<file path="config.mk">
export PLATFORM = sky130hd
export DESIGN_NAME = pgood_thermal_sup
export DESIGN_NICKNAME = d
export VERILOG_FILES = /design/src/rtl/sup_pkg.sv /design/src/rtl/sup_persist.sv /design/src/rtl/sup_hyst_latch.sv /design/src/rtl/sup_pg_seq.sv /design/src/rtl/pgood_thermal_sup.sv
export SDC_FILE = /design/constraint.sdc
export NUM_CORES = 1
export LEC_CHECK = 0
export ABC_AREA = 1
export ABC_CLOCK_PERIOD_IN_PS = 1270
export BUFFER_PORTS_ARGS = -buffer_cell sky130_fd_sc_hd__buf_4
export CAP_MARGIN = 25
export CORE_AREA = 5 5 42 44
export CTS_BUF_LIST = sky130_fd_sc_hd__clkbuf_4
export CTS_CLUSTER_DIAMETER = 200
export CTS_CLUSTER_SIZE = 28
export DETAILED_ROUTE_END_ITERATION = 10
export DIE_AREA = 0 0 47 49
export PLACE_DENSITY = 0.75
export SKIP_LAST_GASP = 1
export SLEW_MARGIN = 10
export SYNTH_ARGS = -nofsm -noshare
export SYNTH_HDL_FRONTEND = slang
export SYNTH_SLANG_ARGS = --single-unit
</file>
<file path="constraint.sdc">
create_clock -name clk -period 1.27 [get_ports clk]
set_clock_uncertainty 0.2 [all_clocks]
set_input_delay 0.0635 -clock clk [delete_from_list [all_inputs] [get_ports clk]]
set_output_delay 0.0635 -clock clk [all_outputs]
set_load 0.005 [all_outputs]
</file>
<file path="src/rtl/sup_pkg.sv">
package sup_pkg;
   typedef struct packed {
      logic gt150;
      logic gt130;
      logic gt120;
      logic lt100;
   } temp_flags_t;

   function automatic int unsigned cnt_width(input int unsigned limit);
      return (limit < 2) ? 1 : $clog2(limit + 1);
   endfunction
endpackage

</file>
<file path="src/rtl/sup_persist.sv">
module sup_persist
   import sup_pkg::*;
#(
   parameter int unsigned LIMIT = 64
) (
   input  logic clk,
   input  logic rst_n,
   input  logic en,
   input  logic act,
   input  logic tick,
   output logic trip_d
);
   localparam int unsigned CW = cnt_width(LIMIT);
   localparam logic [CW-1:0] LAST = CW'(LIMIT);
   localparam logic [CW-1:0] PRE  = CW'(LIMIT - 1);

   generate
      if (LIMIT < 1) begin : g_bad_limit
         $error("sup_persist: LIMIT must be at least 1");
      end
   endgenerate

   logic [CW-1:0] run_q, run_d;

   always_comb begin
      run_d = run_q;
      if (!en || !act) begin
         run_d = '0;
      end else if (tick && (run_q != LAST)) begin
         run_d = run_q + 1'b1;
      end
   end

   always_ff @(posedge clk or negedge rst_n) begin
      if (!rst_n) run_q <= '0;
      else        run_q <= run_d;
   end

   assign trip_d = en && act && ((run_q == LAST) || (tick && (run_q == PRE)));
endmodule

</file>
<file path="src/rtl/sup_hyst_latch.sv">
module sup_hyst_latch #(
   parameter bit SET_WINS = 1'b1,
   parameter bit OUT_NEXT = 1'b0
) (
   input  logic clk,
   input  logic rst_n,
   input  logic en,
   input  logic set_i,
   input  logic clr_i,
   output logic state_o
);
   logic st_q, st_d;

   generate
      if (SET_WINS) begin : g_set_first
         always_comb begin
            if (!en)        st_d = 1'b0;
            else if (set_i) st_d = 1'b1;
            else if (clr_i) st_d = 1'b0;
            else            st_d = st_q;
         end
      end else begin : g_clr_first
         always_comb begin
            if (!en)        st_d = 1'b0;
            else if (clr_i) st_d = 1'b0;
            else if (set_i) st_d = 1'b1;
            else            st_d = st_q;
         end
      end
   endgenerate

   always_ff @(posedge clk or negedge rst_n) begin
      if (!rst_n) st_q <= 1'b0;
      else        st_q <= st_d;
   end

   generate
      if (OUT_NEXT) begin : g_out_next
         assign state_o = st_d;
      end else begin : g_out_reg
         assign state_o = st_q;
      end
   endgenerate
endmodule

</file>
<file path="src/rtl/sup_pg_seq.sv">
module sup_pg_seq (
   input  logic clk,
   input  logic rst_n,
   input  logic en,
   input  logic ss_done,
   input  logic fault,
   input  logic block_i,
   output logic pg_n
);
   logic armed_q, armed_d;

   always_comb begin
      armed_d = en && !fault && (armed_q || ss_done);
   end

   always_ff @(posedge clk or negedge rst_n) begin
      if (!rst_n) begin
         armed_q <= 1'b0;
         pg_n    <= 1'b1;
      end else begin
         armed_q <= armed_d;
         pg_n    <= !(armed_d && !block_i);
      end
   end
endmodule

</file>
<file path="src/rtl/pgood_thermal_sup.sv">
module pgood_thermal_sup
   import sup_pkg::*;
#(
   parameter int unsigned ILIM_TICKS    = 64,
   parameter bit          HYST_SET_WINS = 1'b1
) (
   input  logic clk,
   input  logic rst_n,
   input  logic enable,
   input  logic ss_done,
   input  logic fault_act,
   input  logic ilim_act,
   input  logic tick,
   input  logic temp_gt150,
   input  logic temp_gt130,
   input  logic temp_gt120,
   input  logic temp_lt100,
   output logic pg_n,
   output logic otp_shutdown
);
   temp_flags_t tf;
   logic ilim_trip_d;
   logic warm_d;
   logic otp_q;

   assign tf = '{gt150: temp_gt150, gt130: temp_gt130,
                 gt120: temp_gt120, lt100: temp_lt100};

   sup_persist #(.LIMIT(ILIM_TICKS)) u_ilim (
      .clk   (clk),
      .rst_n (rst_n),
      .en    (enable),
      .act   (ilim_act),
      .tick  (tick),
      .trip_d(ilim_trip_d)
   );

   sup_hyst_latch #(.SET_WINS(HYST_SET_WINS), .OUT_NEXT(1'b1)) u_warm (
      .clk    (clk),
      .rst_n  (rst_n),
      .en     (enable),
      .set_i  (tf.gt120),
      .clr_i  (tf.lt100),
      .state_o(warm_d)
   );

   sup_hyst_latch #(.SET_WINS(HYST_SET_WINS), .OUT_NEXT(1'b0)) u_otp (
      .clk    (clk),
      .rst_n  (rst_n),
      .en     (enable),
      .set_i  (tf.gt150),
      .clr_i  (!tf.gt130),
      .state_o(otp_q)
   );

   sup_pg_seq u_seq (
      .clk    (clk),
      .rst_n  (rst_n),
      .en     (enable),
      .ss_done(ss_done),
      .fault  (fault_act),
      .block_i(ilim_trip_d || warm_d),
      .pg_n   (pg_n)
   );

   assign otp_shutdown = otp_q;
endmodule

</file>
==> results of run 1 <==
-- synthesized netlist by cell type, drive strengths merged --
library cell,instances,area [um2]
or3,1,6.26
nand2,26,108
xor2,3,26.3
ha,2,25.0
nand4,1,6.26
nor2,11,43.8
inv,11,43.8
a21oi,2,10.0
dfstp,1,26.3
nand3,10,55.1
o21ai,1,5.00
dfrtp,10,250
bufinv,1,17.5
-- path summary, 6_finish.rpt --
| kind | end | depth (start not counted) | slack (ps) | from |
|---|---|---|---|---|
| min in group asynchronous | u_otp.state_o | 3 | 510 | rst_n |
| hold reg to reg | u_otp.state_o | 2 | 340 | u_otp.state_o |
| setup / recovery | u_ilim.run_q[6] | 9 | -200 | u_ilim.run_q[0] |
| setup reg to reg | u_ilim.run_q[6] | 9 | -200 | u_ilim.run_q[0] |
| hold / removal | u_ilim.run_q[3] | 5 | -30 | ilim_act |
| max in group asynchronous | u_seq.pg_n | 3 | 140 | rst_n |
-- power by group through the flow --
stage / clock network, W / logic, W / registers, W
after floorplan: 0 / 0.0000365 / 0.000373
after global placement: 0 / 0.0000843 / 0.000372
after detailed placement: 0 / 0.0000874 / 0.000373
after CTS: 0.000270 / 0.000113 / 0.000367
after global routing: 0.000295 / 0.000153 / 0.000369
final: 0.000271 / 0.000138 / 0.000367
-- worst register-to-register path: cells and delay by family, from the launching register on --
| kind | cells | cell delay (ps) |
|---|---|---|
| adders and majority gates | 1 | 130 |
| DFF | 1 | 410 |
| and+or+nand+nor | 5 | 360 |
| buffers and inverters | 3 | 290 |
-- per-stage QoR --
step	total power (W)	util	setup TNS [ps]	worst slack [ps]
finish	0.000777	0.729	-1350	-195
floorplan	0.000410	-	-557	-93.4
CTS	0.000750	0.663	-1340	-180
global route	0.000816	0.729	-2150	-320
global placement	0.000457	0.561	-788	-121
detailed placement	0.000461	0.561	-1150	-170
-- sequential cells by signal (all words and copies together), names as in the netlist --
name	count
u_ilim.run_q	7
u_warm.st_q	1
u_seq.armed_q	1
u_otp.state_o	1
u_seq.pg_n	1
-- cells by family after synthesis --
| group | synth area share |
|---|---|
| simple gates | 0.351 |
| buf+inv | 0.0984 |
| flops | 0.444 |
| compound gates | 0.0241 |
| xor+xnor | 0.0422 |
| fa+ha+maj | 0.0402 |
-- cell usage in the layout (no fill, tap or decap), drive strengths merged --
master / count
a21oi: 2
xor2: 3
buf: 21
dfstp: 1
clkinv: 1
clkbuf: 4
o21ai: 1
nand2: 26
nor2: 11
nand3: 10
nand4: 1
bufinv: 1
or3: 1
dlygate4sd3: 10
inv: 10
ha: 2
dfrtp: 10
-- per-layer routing --
layer | vias up | track usage | routed length [um]
li1 | 317 | - | -
met2 | 21 | 0.285 | 982
met1 | 307 | 0.164 | 677
met5 | - | 0 | 0
met3 | 5 | 0.0369 | 96
met4 | 0 | 0.0922 | 51
-- final cells by class --
| type | instances | area, um2 |
|---|---|---|
| fill | 98 | 380 |
| multi-input combinational | 57 | 362 |
| sequential | 11 | 277 |
| timing repair buffer | 31 | 262 |
| inverter | 12 | 71.3 |
| clock buffer | 4 | 30.0 |
| tap | 16 | 20.0 |
-- timing repair --
action                                 in CTS  in global routing
endpoints found under the hold margin      18                  0
hold buffers                               10                  0
setup buffers                               1                  1
setup endpoints to repair                   8                  8
resized for setup                           3                 23
pin swaps                                   4                 11
==> results.md, run 1 <==
- RSZ-0062 raised after global routing: true
- Clock slew seen by the registers of the worst setup and hold paths: approximately 70 ps
- DP Wirelength: around 1100 um
- Largest net degree at the start of global routing: 12
- Synth-to-layout area growth: 63.9%
- FMAX: about 700 MHz
- Clock sink total: 11
- GRT overflow: 0
- Detailed router's first-iteration violation count: 6
- Pleak: between 0.5 and 0.6 nW
- Syn Area/Cell: roughly 7.8 um2
- Yosys cell types: 18
- Netlist Area Pre-Place: around 620 um2
- Number of H-tree levels: 1
- Comb pwr share: 0.178
- #FFs+latches synth: 11
- # IOs: 13
- Clock Latency Late Sink: around 280 ps
- Internal: slightly below 0.0006 W
- Synthesized instance count: 80
- Nets@finish: 129
- Detail Route Antenna Nets: 0
- Layout cell share with drive strength beyond 1: 0.417
- Final WS setup: -195 ps
- First-pass GRT wire length: about 2700 um
- Flop pwr share: 0.473
- Worst hold path class: primary input to flip-flop
- Setup CP Type: flip-flop to flip-flop
- DR WL/cell: roughly 14 um
- Max Slew Vio Count: 0
- Die Ht: approximately 49 um
- Worst endpoint required time: about 1300 ps
- Total Routing Usage GR: 0.162
- Cell-by-cell trace of the critical path: inv_2 > ha_4 > nand2_2 > inv_2 > nand3_4 > buf_6 > nand4_1 > nand2_1 > nor2_1
- Startpoint types: flip-flop
- Initial antenna violation count: 0
- Starting Density: 0.445
- Power density cells: between 700 and 800 nW/um2
- Worst path max stage delay: 410 ps
- Post-Syn Nets: between 90 and 100
- Status: complete, but fails checks
- Die width: ~47 um
- Row cnt: 14
- Psw: around 0.0002 W
- Post-synthesis sequential area ratio: 0.444
- Remaining DRCs: 0
- Vias: between 600 and 700
- Port bufs: 12
- Cells after DPL: 115
- CP max-delay cell: dfrtp_1
- CTS tree: done
- Failing checks: hold timing, setup timing
- Final Wtd Congestion: ~0.90
- Post-route minimum period: roughly 1500 ps
- Final std cells w/o fill: roughly 130
- Full die area: 2300 um2
- Vias in the first global route: approximately 700
- Pre-antenna DRT Iters: 4
- Crit path buf inv count: 3
- Vias per inst: about 5.0
- Num CTS Buffers: 3
- Final hold violations: 2
- Hold Slack: -28.3 ps
- Endpoint type of the worst setup path: flip-flop
- Core Area: between 1000 and 1500 um2
- CP dominant cell by count: inv_2
- Final instance area: a little over 1000 um2
- Placed cell areas: between 700 and 800 um2
- Fin crit share: 1.15
- Max Cap Viol: 0
- Root Driver: clkbuf_4
- Slew HR: 0.852
- Kind of cell adding the most delay to the critical path: flip-flops
- Critical path peak fanout: 3
- Antenna Cells: 0
- Least-Margin Pin Slew: 221 ps
- Critical path arrival: approximately 1500 ps
- Sw Ratio: 0.252
- YS warnings: 0
- Max IR drop VDD: around 600 uV
- Setup violators final: 8
- Clock power frac: 0.349
- Wirelength, routed: about 1800 um
- Clk buf depth: 2
Note: power is estimated with default switching activity, not from simulation.
==> run 2: changes to the inputs <==
CORE_AREA = default   (was 5 5 42 44)
CORE_MARGIN = 5   (was default)
CORE_UTILIZATION = 35   (was default)
CTS_BUF_LIST = default   (was sky130_fd_sc_hd__clkbuf_4)
DIE_AREA = default   (was 0 0 47 49)
PLACE_DENSITY = 0.59   (was 0.75)
==> run 2 against run 1 <==
  * The flow still finishes with violations (hold timing, setup timing)
  * Power shrank 2.4%
  * Register-to-register slack lost 50 ps
  * Sequential power is essentially flat
  * Clock-buffer cell count is the same
  * Utilization shrank 8.2 points
  * Die area grew 18%
==> results.md, run 2 (synthesis results as in run 1) <==
- Final WS setup: -241 ps
- Commonest non-fill, non-tap cell in the layout: buf_4
- RSZ-0062 raised after global routing: true
- Max Slew Vio Count: 0
- Setup_tns: -1600 ps
- Pre-antenna DRT Iters: 3
- FMAX: between 600 and 700 MHz
- Final Power: about 0.00076 W
- Cell-by-cell trace of the critical path: buf_4 > ha_4 > nand3_4 > nor2_4 > nand3_1 > nand2_1 > nand2_1 > nand2_1
- DP Wirelength: ~1000 um
- Hold Path End: u_seq.armed_q
- Clk buf depth: 2
- Number of H-tree levels: 1
- Slew HR: 0.862
- Clock slew seen by the registers of the worst setup and hold paths: 70 ps
- Vias: 635
- GRT overflow: 0
- Least-Margin Pin Slew: 206 ps
- Total Routing Usage GR: 0.134
- Largest net degree at the start of global routing: 12
- Hold Path Stages: 4
- Root Driver: clkbuf_4
- Commonest non-fill, non-tap cells in the layout: 22 x buf_4, 15 x nand2_1, 10 x dlygate4sd3_1, 10 x dfrtp_1, 9 x nor2_1
- Nets@finish: 132
- Worst path max stage delay: approximately 390 ps
- Pleak: ~0.57 nW
- Final hold violations: 3
- Startpoint types: flip-flop
- CTS tree: done
- Row cnt: 15
- Hold path startpoint: enable
- Num CTS Buffers: 3
- R2r worst-path depth: 8
- Setup CP Type: flip-flop to flip-flop
- Full die area: approximately 2700 um2
- CP max-delay cell: dfrtp_1
- Critical path arrival: 1540 ps
- Die Ht: 52.2 um
- Vias per inst: 4.44
- Remaining DRCs: 0
- Final Wtd Congestion: between 0.8 and 0.9
- Synth-to-layout area growth: 77.3%
- Starting Density: 0.365
- Seq. cell area: between 200 and 300 um2
- Wirelength, routed: 1830 um
- Initial antenna violation count: 0
- # IOs: 13
- Post-route minimum period: ~1500 ps
- R2R Setup Slk: -240 ps
- Detailed router's first-iteration violation count: 3
- Setup violators final: 8
- CP dominant cell by count: nand2_1
- Fillcell total: ~130
- Worst slack, placed: -172 ps
- Layout cell share with drive strength beyond 1: 0.458
- Top reg by flops: u_ilim.run_q
- Worst hold path class: primary input to flip-flop
- Hold Slack: -39.1 ps
- Critical path peak fanout: 3
- Reg2reg end: u_seq.pg_n
- Worst endpoint required time: roughly 1300 ps
- Status: complete, but fails checks
- Hold_buf cts: 10
- Clock sink total: 11
- Detail Route Antenna Nets: 0
- Area of the multi-input gates: 412 um2
- Core Area: around 1700 um2
- Endpoint type of the worst setup path: flip-flop
- DR WL/cell: around 13 um
- Vias in the first global route: 654
- Power density cells: slightly below 700 nW/um2
- Max IR drop VDD: just over 500 uV
- Port bufs: 12
- RR Startpoint: u_ilim.run_q[0]
- Max reg flops: 7
- Fin crit share: 1.19
- Die width: roughly 52 um
- Failing checks: hold timing, setup timing
- Clock Latency Late Sink: about 280 ps
- Max Cap Viol: 0
- Antenna Cells: 0
- First-pass GRT wire length: ~2600 um
## run 2: cell type report
type	count	area share
clock buffer	4	0.0238
inverter	12	0.0646
multi-input combinational	57	0.373
sequential	11	0.250
tap	25	0.0283
timing repair buffer	34	0.260
## run 2: worst max-delay path, delay by kind of cell, from the launching register on
family | cells | cell delay, ps
and+or+nand+nor | 6 | 570
buffers and inverters | 1 | 140
adders and majority gates | 1 | 150
DFF | 1 | 390
## run 2: per-layer routing
layer  vias to the layer above  wire length (um)  global-route usage
met5                         -                 0                   0
met4                         0                55              0.0681
met3                         7                56              0.0313
met2                        19               987               0.243
met1                       287               731               0.143
li1                        322                 -                   -
## run 2: worst max path at each step
stage,from,end,slack [ps],depth (start not counted)
final,u_ilim.run_q[0],u_seq.pg_n,-240,8
after global routing,u_ilim.run_q[0],u_seq.pg_n,-320,8
after CTS,u_ilim.run_q[0],u_ilim.run_q[2],-150,10
after detailed placement,u_ilim.run_q[0],u_ilim.run_q[1],-170,10
after global placement,u_ilim.run_q[0],u_ilim.run_q[1],-140,10
after floorplan,u_ilim.run_q[0],u_ilim.run_q[2],-90,10
## run 2: repair_timing
item	4_1_cts	5_1_grt
buffers inserted	3	2
pin swaps	12	8
gates resized for setup	12	24
endpoints found under the hold margin	18	1
setup endpoints to repair	8	8
## run 2: report_power, final
part / switching [W] / total [W] / internal [W]
Sequential: 0.00000575 / 0.000367 / 0.000361
Combinational: 0.0000639 / 0.000143 / 0.0000792
Clock: 0.000127 / 0.000249 / 0.000122
Total: 0.000196 / 0.000758 / 0.000562
## run 2: per-stage QoR
stage / util / instances / hold WS, ps / instance area [um2]
global route: 0.647 / 143 / -7.89 / 1100
finish: 0.647 / 143 / -39.1 / 1100
CTS: 0.574 / 141 / -21.4 / 981
global placement: 0.467 / 124 / -294 / 797
floorplan: - / 80 / -432 / 623
detailed placement: 0.467 / 124 / -292 / 797
